$ cat src/rtl/sa_sched_pkg.sv
package sa_sched_pkg;

  typedef enum logic {
    SRC_VOQ = 1'b0,
    SRC_UQ  = 1'b1
  } src_e;

endpackage

$ cat src/rtl/sa_rr_search.sv
// Finds the first requesting queue at or after a start index, wrapping.
module sa_rr_search #(
  parameter int N = 8,
  parameter int W = 3
) (
  input  logic [N-1:0] req,
  input  logic [W-1:0] start,
  output logic         hit,
  output logic [W-1:0] idx
);

  localparam logic [W:0] N_EXT = (W+1)'(N);

  logic [W-1:0] cand [N];
  logic [N-1:0] hitv;

  // Candidate index for every offset from the start position.
  for (genvar g = 0; g < N; g++) begin : g_off
    logic [W:0] sum;
    assign sum     = {1'b0, start} + (W+1)'(g);
    assign cand[g] = (sum >= N_EXT) ? W'(sum - N_EXT) : sum[W-1:0];
    assign hitv[g] = req[cand[g]];
  end

  // Smallest offset wins.
  always_comb begin
    hit = 1'b0;
    idx = start;
    for (int k = N - 1; k >= 0; k--) begin
      if (hitv[k]) begin
        hit = 1'b1;
        idx = cand[k];
      end
    end
  end

endmodule

$ cat src/rtl/sa_uq_fifo.sv
// Column tags of cells caught from upstream ports. Pop is ordered before
// push within a slot, so a full queue popped on the same edge accepts a write.
module sa_uq_fifo #(
  parameter int DEPTH = 4,
  parameter int W     = 3
) (
  input  logic         clk,
  input  logic         rst_n,
  input  logic         push,
  input  logic [W-1:0] din,
  input  logic         pop,
  output logic [W-1:0] head,
  output logic         empty,
  output logic         full,
  output logic         drop
);

  localparam int AW = (DEPTH > 1) ? $clog2(DEPTH) : 1;
  localparam int CW = $clog2(DEPTH + 1);
  localparam logic [AW-1:0] LAST = AW'(DEPTH - 1);
  localparam logic [CW-1:0] FULL_CNT = CW'(DEPTH);

  logic [W-1:0]  mem [DEPTH];
  logic [AW-1:0] rd_p, wr_p;
  logic [CW-1:0] cnt;
  logic          do_pop, do_push;

  assign empty   = (cnt == '0);
  assign full    = (cnt == FULL_CNT);
  assign do_pop  = pop && !empty;
  assign do_push = push && (!full || do_pop);
  assign drop    = push && full && !do_pop;
  assign head    = mem[rd_p];

  always_ff @(posedge clk or negedge rst_n) begin
    if (!rst_n) begin
      rd_p <= '0;
      wr_p <= '0;
      cnt  <= '0;
    end else begin
      if (do_pop)  rd_p <= (rd_p == LAST) ? '0 : rd_p + 1'b1;
      if (do_push) wr_p <= (wr_p == LAST) ? '0 : wr_p + 1'b1;
      case ({do_push, do_pop})
        2'b10:   cnt <= cnt + 1'b1;
        2'b01:   cnt <= cnt - 1'b1;
        default: cnt <= cnt;
      endcase
    end
  end

  always_ff @(posedge clk) begin
    if (do_push) mem[wr_p] <= din;
  end

endmodule

$ cat src/rtl/sa_input_sched.sv
module sa_input_sched #(
  parameter  int N_PORTS  = 8,
  parameter  int UQ_DEPTH = 4,
  localparam int COL_W    = $clog2(N_PORTS)
) (
  input  logic               clk,
  input  logic               rst_n,
  input  logic [N_PORTS-1:0] voq_nonempty,
  input  logic               up_wr,
  input  logic [COL_W-1:0]   up_col,
  output logic               tx_valid,
  input  logic               tx_ready,
  output logic [COL_W-1:0]   tx_col,
  output logic               tx_from_uq,
  input  logic               tx_lost,
  output logic [COL_W-1:0]   rr_ptr,
  output logic               uq_overflow
);
  import sa_sched_pkg::*;

  localparam logic [COL_W-1:0] LAST_COL = COL_W'(N_PORTS - 1);

  logic [COL_W-1:0] ptr_q, ptr_d;
  logic [COL_W-1:0] uq_head, voq_idx;
  logic             uq_empty, uq_full, uq_drop, uq_pop;
  logic             voq_hit, fire;
  logic             ovf_q;
  src_e             src;

  sa_uq_fifo #(.DEPTH(UQ_DEPTH), .W(COL_W)) i_uq (
    .clk   (clk),
    .rst_n (rst_n),
    .push  (up_wr),
    .din   (up_col),
    .pop   (uq_pop),
    .head  (uq_head),
    .empty (uq_empty),
    .full  (uq_full),
    .drop  (uq_drop)
  );

  sa_rr_search #(.N(N_PORTS), .W(COL_W)) i_search (
    .req   (voq_nonempty),
    .start (ptr_q),
    .hit   (voq_hit),
    .idx   (voq_idx)
  );

  // Selection: caught cell first, otherwise the round-robin search.
  assign src        = uq_empty ? SRC_VOQ : SRC_UQ;
  assign tx_valid   = (src == SRC_UQ) || voq_hit;
  assign tx_col     = (src == SRC_UQ) ? uq_head : voq_idx;
  assign tx_from_uq = (src == SRC_UQ);
  assign fire       = tx_valid && tx_ready;
  assign uq_pop     = fire && (src == SRC_UQ);

  // Pointer update happens only on a completed transfer.
  always_comb begin
    ptr_d = ptr_q;
    if (fire) begin
      if (src == SRC_UQ)  ptr_d = uq_head;
      else if (tx_lost)   ptr_d = voq_idx;
      else                ptr_d = (voq_idx == LAST_COL) ? '0 : voq_idx + 1'b1;
    end
  end

  always_ff @(posedge clk or negedge rst_n) begin
    if (!rst_n) begin
      ptr_q <= '0;
      ovf_q <= 1'b0;
    end else begin
      ptr_q <= ptr_d;
      ovf_q <= uq_drop;
    end
  end

  assign rr_ptr      = ptr_q;
  assign uq_overflow = ovf_q;

endmodule

$ cat config.mk
export PLATFORM = sky130hd
export DESIGN_NAME = sa_input_sched
export DESIGN_NICKNAME = d
export VERILOG_FILES = /design/src/rtl/sa_sched_pkg.sv /design/src/rtl/sa_rr_search.sv /design/src/rtl/sa_uq_fifo.sv /design/src/rtl/sa_input_sched.sv
export SDC_FILE = /design/constraint.sdc
export NUM_CORES = 1
export LEC_CHECK = 0
export BUFFER_PORTS_ARGS = -buffer_cell sky130_fd_sc_hd__buf_2
export CORE_MARGIN = 2
export CORE_UTILIZATION = 41
export CTS_BUF_LIST = sky130_fd_sc_hd__clkbuf_4 sky130_fd_sc_hd__clkbuf_8
export CTS_CLUSTER_DIAMETER = 40
export DETAILED_ROUTE_END_ITERATION = 7
export MAX_ROUTING_LAYER = met4
export PLACE_DENSITY_LB_ADDON = 0.2
export SKIP_CTS_REPAIR_TIMING = 1
export SYNTH_ARGS = -nofsm -noshare
export SYNTH_HDL_FRONTEND = slang
export SYNTH_HIERARCHICAL = 1
export SYNTH_SLANG_ARGS = --single-unit
$ cat constraint.sdc
create_clock -name clk -period 4.51 [get_ports clk]
set_input_delay 0.6765 -clock clk [delete_from_list [all_inputs] [get_ports clk]]
set_output_delay 0.6765 -clock clk [all_outputs]
set_load 0.005 [all_outputs]
==> flow_summary.json, run 1 <==
{
  "p_per_area_nw_per_um2": 819.3,
  "core_area_sq_um": 5042,
  "path_clk_slew_ns": 0.09,
  "drive_gt1_frac": 0.3302,
  "grt_use_total": 0.1667,
  "synthCells": 189,
  "drt_first_iter_violations": 88,
  "cts_made_buffers": 3,
  "cts_root_buffer": "clkbuf_8",
  "synth_area_per_cell_sq_um": 11.22,
  "routed_wirelength_microns": 4511,
  "slew_viol_final": 0,
  "start_kind": "flip-flop",
  "die_h_microns": 75.92,
  "rsz0062_at_grt": "no",
  "cts_tree": "built",
  "worst_setup_path_end_kind": "output pin",
  "grt_pass1_wl_microns": 7645,
  "hold-worst-slack_ns": 0.2654,
  "drc": 0,
  "synthesis.nets": 216,
  "dieArea_sq_um": 5764,
  "worst-path-max-fanout": 7,
  "met3_usage": 0.01667,
  "cp_data_arrival_time_ns": 3.10,
  "cts_buffer_depth": 2,
  "post_drt_wl_per_cell_microns": 16.00,
  "chipWidth_microns": 75.92,
  "ir_drop_uv": 358.9,
  "viasPerCell": 5.560,
  "fmax_mhz": 264.9,
  "insertion_delay_ns": 0.26,
  "antennaDiodeCount": 0,
  "drt_pass1_iterations": 4,
  "finalSetupViolCount": 0,
  "period_share": 0.8371,
  "yosys_warnings": 6,
  "gr-total-overflow": 0,
  "netlist_area_sq_um": 2121,
  "setup-tns-final_ns": 0,
  "met1_usage": 0.2186,
  "period_minus_slack_ns": 3.776,
  "routabilityCongestion": 0.8130,
  "power_uw": 1926,
  "met2_usage": 0.2777,
  "layout.nets": 240,
  "clock_sinks": 23,
  "syn_to_final_growth_pct": 10.86,
  "hold_viol": 0,
  "final_antenna_net_count": 0,
  "antenna_found_initial": 0,
  "cp.required_ns": 3.83,
  "p_leak_uw": 0.0009588,
  "row_count": 26,
  "ios": 25,
  "busiest_layer": "met2",
  "tightest_slew_ns": 0.5880,
  "grt_start_max_net_pins": 22,
  "io_buffers": 24,
  "max_cap_violations": 0,
  "relSlewSlack": 0.6018,
  "hp-class": "in2async",
  "status": "complete, no violations",
  "finClkSkew_ns": 0.003153,
  "htree_levels": 1,
  "critPathKind": "reg2out",
  "vias": 1568,
  "start_util": 0.4206,
  "grt_pass1_vias": 1543,
  "place_hpwl_microns": 3486
}
routing by layer:
layer  up-vias  share of wire
met2        33           0.49
met1       760           0.46
met4         0          0.011
met5         -              0
li1        771              -
met3         4          0.039
sequential cells by signal, summed over array words and instances, names as in the netlist:
name and flops:
rr_ptr 3, i_uq/rd_p 2, uq_overflow 1, i_uq/cnt 3
i_uq/mem 12, i_uq/wr_p 2
per-stage QoR:
stage | setup slack [ns] | cells | util | instance area (sq um)
after floorplan | 0.7758 | 189 | - | 2121
after global placement | 1.051 | 278 | 0.4566 | 2302
after detailed placement | 1.050 | 278 | 0.4566 | 2302
after CTS | 0.7550 | 282 | 0.4663 | 2351
after global routing | 0.5120 | 282 | 0.4663 | 2351
final | 0.7345 | 282 | 0.4663 | 2351
power breakdown:
group	leakage [uW]	total, uW	switching, uW	internal [uW]
clock network	0.0000217	132	69.2	62.5
logic	0.000697	1440	752	688
registers	0.000240	354	59.8	294
layout make-up:
type / count / area [sq um]
Inverter: 16 / 60.06
Multi-Input combinational cell: 141 / 1369
Fill cell: 473 / 2691
Clock buffer: 3 / 41.29
Clock inverter: 1 / 7.507
Timing Repair Buffer: 28 / 150.1
Sequential cell: 23 / 635.6
Tap cell: 70 / 87.58
worst max-delay path, stage by stage, from the launching register on:
cell      delay (ns)
dfrtp_1         0.35
inv_1           0.10
ha_1            0.45
mux4_2          0.62
mux2i_2         0.25
o21bai_1        0.09
a311o_1         0.35
a31oi_1         0.29
nand2_1         0.07
o21ai_0         0.11
buf_2           0.16
placed cells by master, fill, tap and decap left out, drive strengths merged, types with 2 or more instances in the layout:
cell / count
nor3: 7
nand3: 2
a211oi: 6
dfrtp: 11
xnor2: 2
a21oi: 6
nor3b: 3
mux4: 15
a31oi: 3
nand2: 10
o21bai: 2
mux2i: 15
clkbuf: 3
nor4b: 2
inv: 16
o2bb2ai: 2
mux2: 11
nor2: 7
edfxtp: 12
nand2b: 2
o211ai: 2
o21ai: 3
nor2b: 3
buf: 28
o21a: 2
a221oi: 2
ha: 10
xor2: 4
and2: 6
worst paths after layout:
kind,from,to,slack (ns),cells past startpoint
worst min register to register,i_uq/cnt[2]$_DFFE_PN0P_,i_uq/cnt[2]$_DFFE_PN0P_,0.48,1
worst max-delay path,rr_ptr[1]$_DFFE_PN0P_,tx_col[1],0.73,10
max in group asynchronous,rst_n,rr_ptr[2]$_DFFE_PN0P_,4.04,1
min in group clk,i_uq/cnt[2]$_DFFE_PN0P_,i_uq/cnt[2]$_DFFE_PN0P_,0.48,1
worst min-delay path,rst_n,i_uq/wr_p[1]$_DFFE_PN0P_,0.27,1
worst max register to register,rr_ptr[1]$_DFFE_PN0P_,rr_ptr[2]$_DFFE_PN0P_,1.06,12
No activity file was read; power rests on OpenSTA's default activity.
==> run 2, diff against run 1 <==
--- a/config.mk
+++ b/config.mk
@@ -5,6 +5,7 @@
 export SDC_FILE = /design/constraint.sdc
 export NUM_CORES = 1
 export LEC_CHECK = 0
+export ABC_AREA = 1
 export BUFFER_PORTS_ARGS = -buffer_cell sky130_fd_sc_hd__buf_2
 export CORE_MARGIN = 2
 export CORE_UTILIZATION = 41
==> constraint.sdc (replaced) <==
create_clock -name clk -period 3.2 [get_ports clk]
set_input_delay 0.48 -clock clk [delete_from_list [all_inputs] [get_ports clk]]
set_output_delay 0.48 -clock clk [all_outputs]
set_load 0.005 [all_outputs]
==> flow_summary.json, run 2 <==
{
  "status": "complete, no violations",
  "cts_made_buffers": 3,
  "worst_setup_path_end_kind": "flip-flop",
  "r2r_cells": 24,
  "final_common_cell": "nand2_1",
  "cp_slowest_cell": "dfrtp_2",
  "critPathKind": "reg2reg",
  "start_kind": "flip-flop",
  "die_h_microns": 73.46,
  "netlist_area_sq_um": 1978,
  "synthCells": 268,
  "post_drt_wl_per_cell_microns": 11.83,
  "regMostFlops": "i_uq/mem",
  "final_cell_mix": "nand2_1 (72), inv_1 (37), nand3_1 (34)",
  "period_share": 0.9401,
  "cts_root_buffer": "clkbuf_8",
  "drt_pass1_iterations": 4,
  "max_stage_delay_ns": 0.47,
  "drc": 0,
  "worst-path-max-fanout": 6,
  "start_util": 0.4216,
  "synth_area_per_cell_sq_um": 7.381,
  "path_cells": "inv_8, ha_4, inv_6, nand3_1, nand3_2, nand2_2, inv_2, nand3_2, nor3_2, nand4_1, inv_2, nand2_4, nand2_4, nor2_2, inv_2, nand3_4, nand2_4, ha_1, inv_1, fa_2, nand2_1, nand3_1, nand2_1, nand2_1",
  "cp_data_arrival_time_ns": 3.16,
  "insertion_delay_ns": 0.26,
  "largest_register_ffs": 12,
  "cp_top_family": "simple AND/OR/NAND/NOR gates",
  "path_buf_inv": 6,
  "design_area_sq_um": 2308,
  "antenna_found_initial": 0,
  "viasPerCell": 4.894,
  "fmax_mhz": 332.4,
  "grt_pass1_vias": 1672,
  "synthesis.nets": 295,
  "relSlewSlack": 0.7359,
  "ios": 25,
  "tightest_slew_ns": 0.3962,
  "hp-class": "in2async",
  "r2r_slack_ns": 0.19,
  "placed_area_sq_um": 2200,
  "period_minus_slack_ns": 3.008,
  "cts_tree": "built",
  "layout.nets": 331,
  "cts_buffer_depth": 2,
  "hold-worst-slack_ns": 0.09051,
  "r2r-end": "i_uq/cnt[2]$_DFFE_PN0P_",
  "vias": 1747,
  "dieArea_sq_um": 5396,
  "utilization": 0.4920,
  "chipWidth_microns": 73.46,
  "cp.required_ns": 3.36,
  "gr-total-overflow": 0,
  "antennaDiodeCount": 0,
  "slew_viol_final": 0,
  "fillers": 488,
  "drive_gt1_frac": 0.3102,
  "syn_to_final_growth_pct": 16.70,
  "grt_start_max_net_pins": 16,
  "htree_levels": 1,
  "r2r_start": "rr_ptr[0]$_DFFE_PN0P_",
  "clock_sinks": 23,
  "final_antenna_net_count": 0,
  "io_buffers": 24,
  "grt_use_total": 0.1717,
  "finClkSkew_ns": 0.002353,
  "finalSetupViolCount": 0,
  "routabilityCongestion": 0.9955,
  "grt_pass1_wl_microns": 7224,
  "max_cap_violations": 0,
  "timing.final.ws_setup_ns": 0.1918,
  "drt_first_iter_violations": 64,
  "row_count": 25,
  "hold_viol": 0,
  "path_clk_slew_ns": 0.08,
  "yosys_warnings": 6,
  "pre_cts_slack_ns": -0.05102,
  "core_area_sq_um": 4692,
  "routed_wirelength_microns": 4225,
  "place_hpwl_microns": 3468
}
[run 2: layout make-up]
cell class,count,area [sq um],share of cell area
tap,54,67.56,0.02927
timing repair buffer,36,210.2,0.09106
clock buffer,3,41.29,0.01789
inverter,49,203.9,0.08835
sequential,23,638.1,0.2764
multi-input combinational,191,1142,0.4949
clock inverter,1,5.005,0.002168
[run 2: worst reg2reg max path, stage by stage (launching register included)]
cell	delay, ns
dfrtp_2	0.47
inv_8	0.07
ha_4	0.22
inv_6	0.08
nand3_1	0.12
nand3_2	0.12
nand2_2	0.08
inv_2	0.07
nand3_2	0.07
nor3_2	0.11
nand4_1	0.12
inv_2	0.08
nand2_4	0.05
nand2_4	0.07
nor2_2	0.05
inv_2	0.08
nand3_4	0.10
nand2_4	0.09
ha_1	0.17
inv_1	0.07
fa_2	0.34
nand2_1	0.09
nand3_1	0.07
nand2_1	0.06
nand2_1	0.05
[run 2: stage by stage]
| step | setup TNS (ns) | std cells |
|---|---|---|
| 4_1_cts | -0.07123 | 354 |
| 3_5_place_dp | -0.05102 | 350 |
| 3_3_place_gp | 0 | 350 |
| 2_1_floorplan | 0 | 268 |
| 5_1_grt | -0.03094 | 357 |
| 6_report | 0 | 357 |
[run 2: worst max-delay path by stage]
stage	startpoint	endpoint	slack [ns]	cells past startpoint
after global placement	rr_ptr[0]$_DFFE_PN0P_	i_uq/cnt[2]$_DFFE_PN0P_	0.06	24
after floorplan	rr_ptr[1]$_DFFE_PN0P_	i_uq/cnt[2]$_DFFE_PN0P_	0.09	25
after global routing	rr_ptr[0]$_DFFE_PN0P_	i_uq/cnt[2]$_DFFE_PN0P_	-0.03	24
after detailed placement	rr_ptr[0]$_DFFE_PN0P_	i_uq/cnt[2]$_DFFE_PN0P_	-0.05	24
final	rr_ptr[0]$_DFFE_PN0P_	i_uq/cnt[2]$_DFFE_PN0P_	0.19	24
after CTS	rr_ptr[0]$_DFFE_PN0P_	i_uq/cnt[2]$_DFFE_PN0P_	-0.07	24
[run 2: layer usage]
| layer | routed length (microns) | vias up | GRT usage |
|---|---|---|---|
| met5 | 0 | - | - |
| met2 | 2250 | 27 | 0.3006 |
| li1 | - | 927 | - |
| met1 | 1808 | 785 | 0.2053 |
| met3 | 86 | 8 | 0.01509 |
| met4 | 80 | 0 | 0.06061 |
Power of run 2 is left out: the tool's default activity adds up to more than one toggle a clock period on the data nets, which glitch-free logic cannot reach.
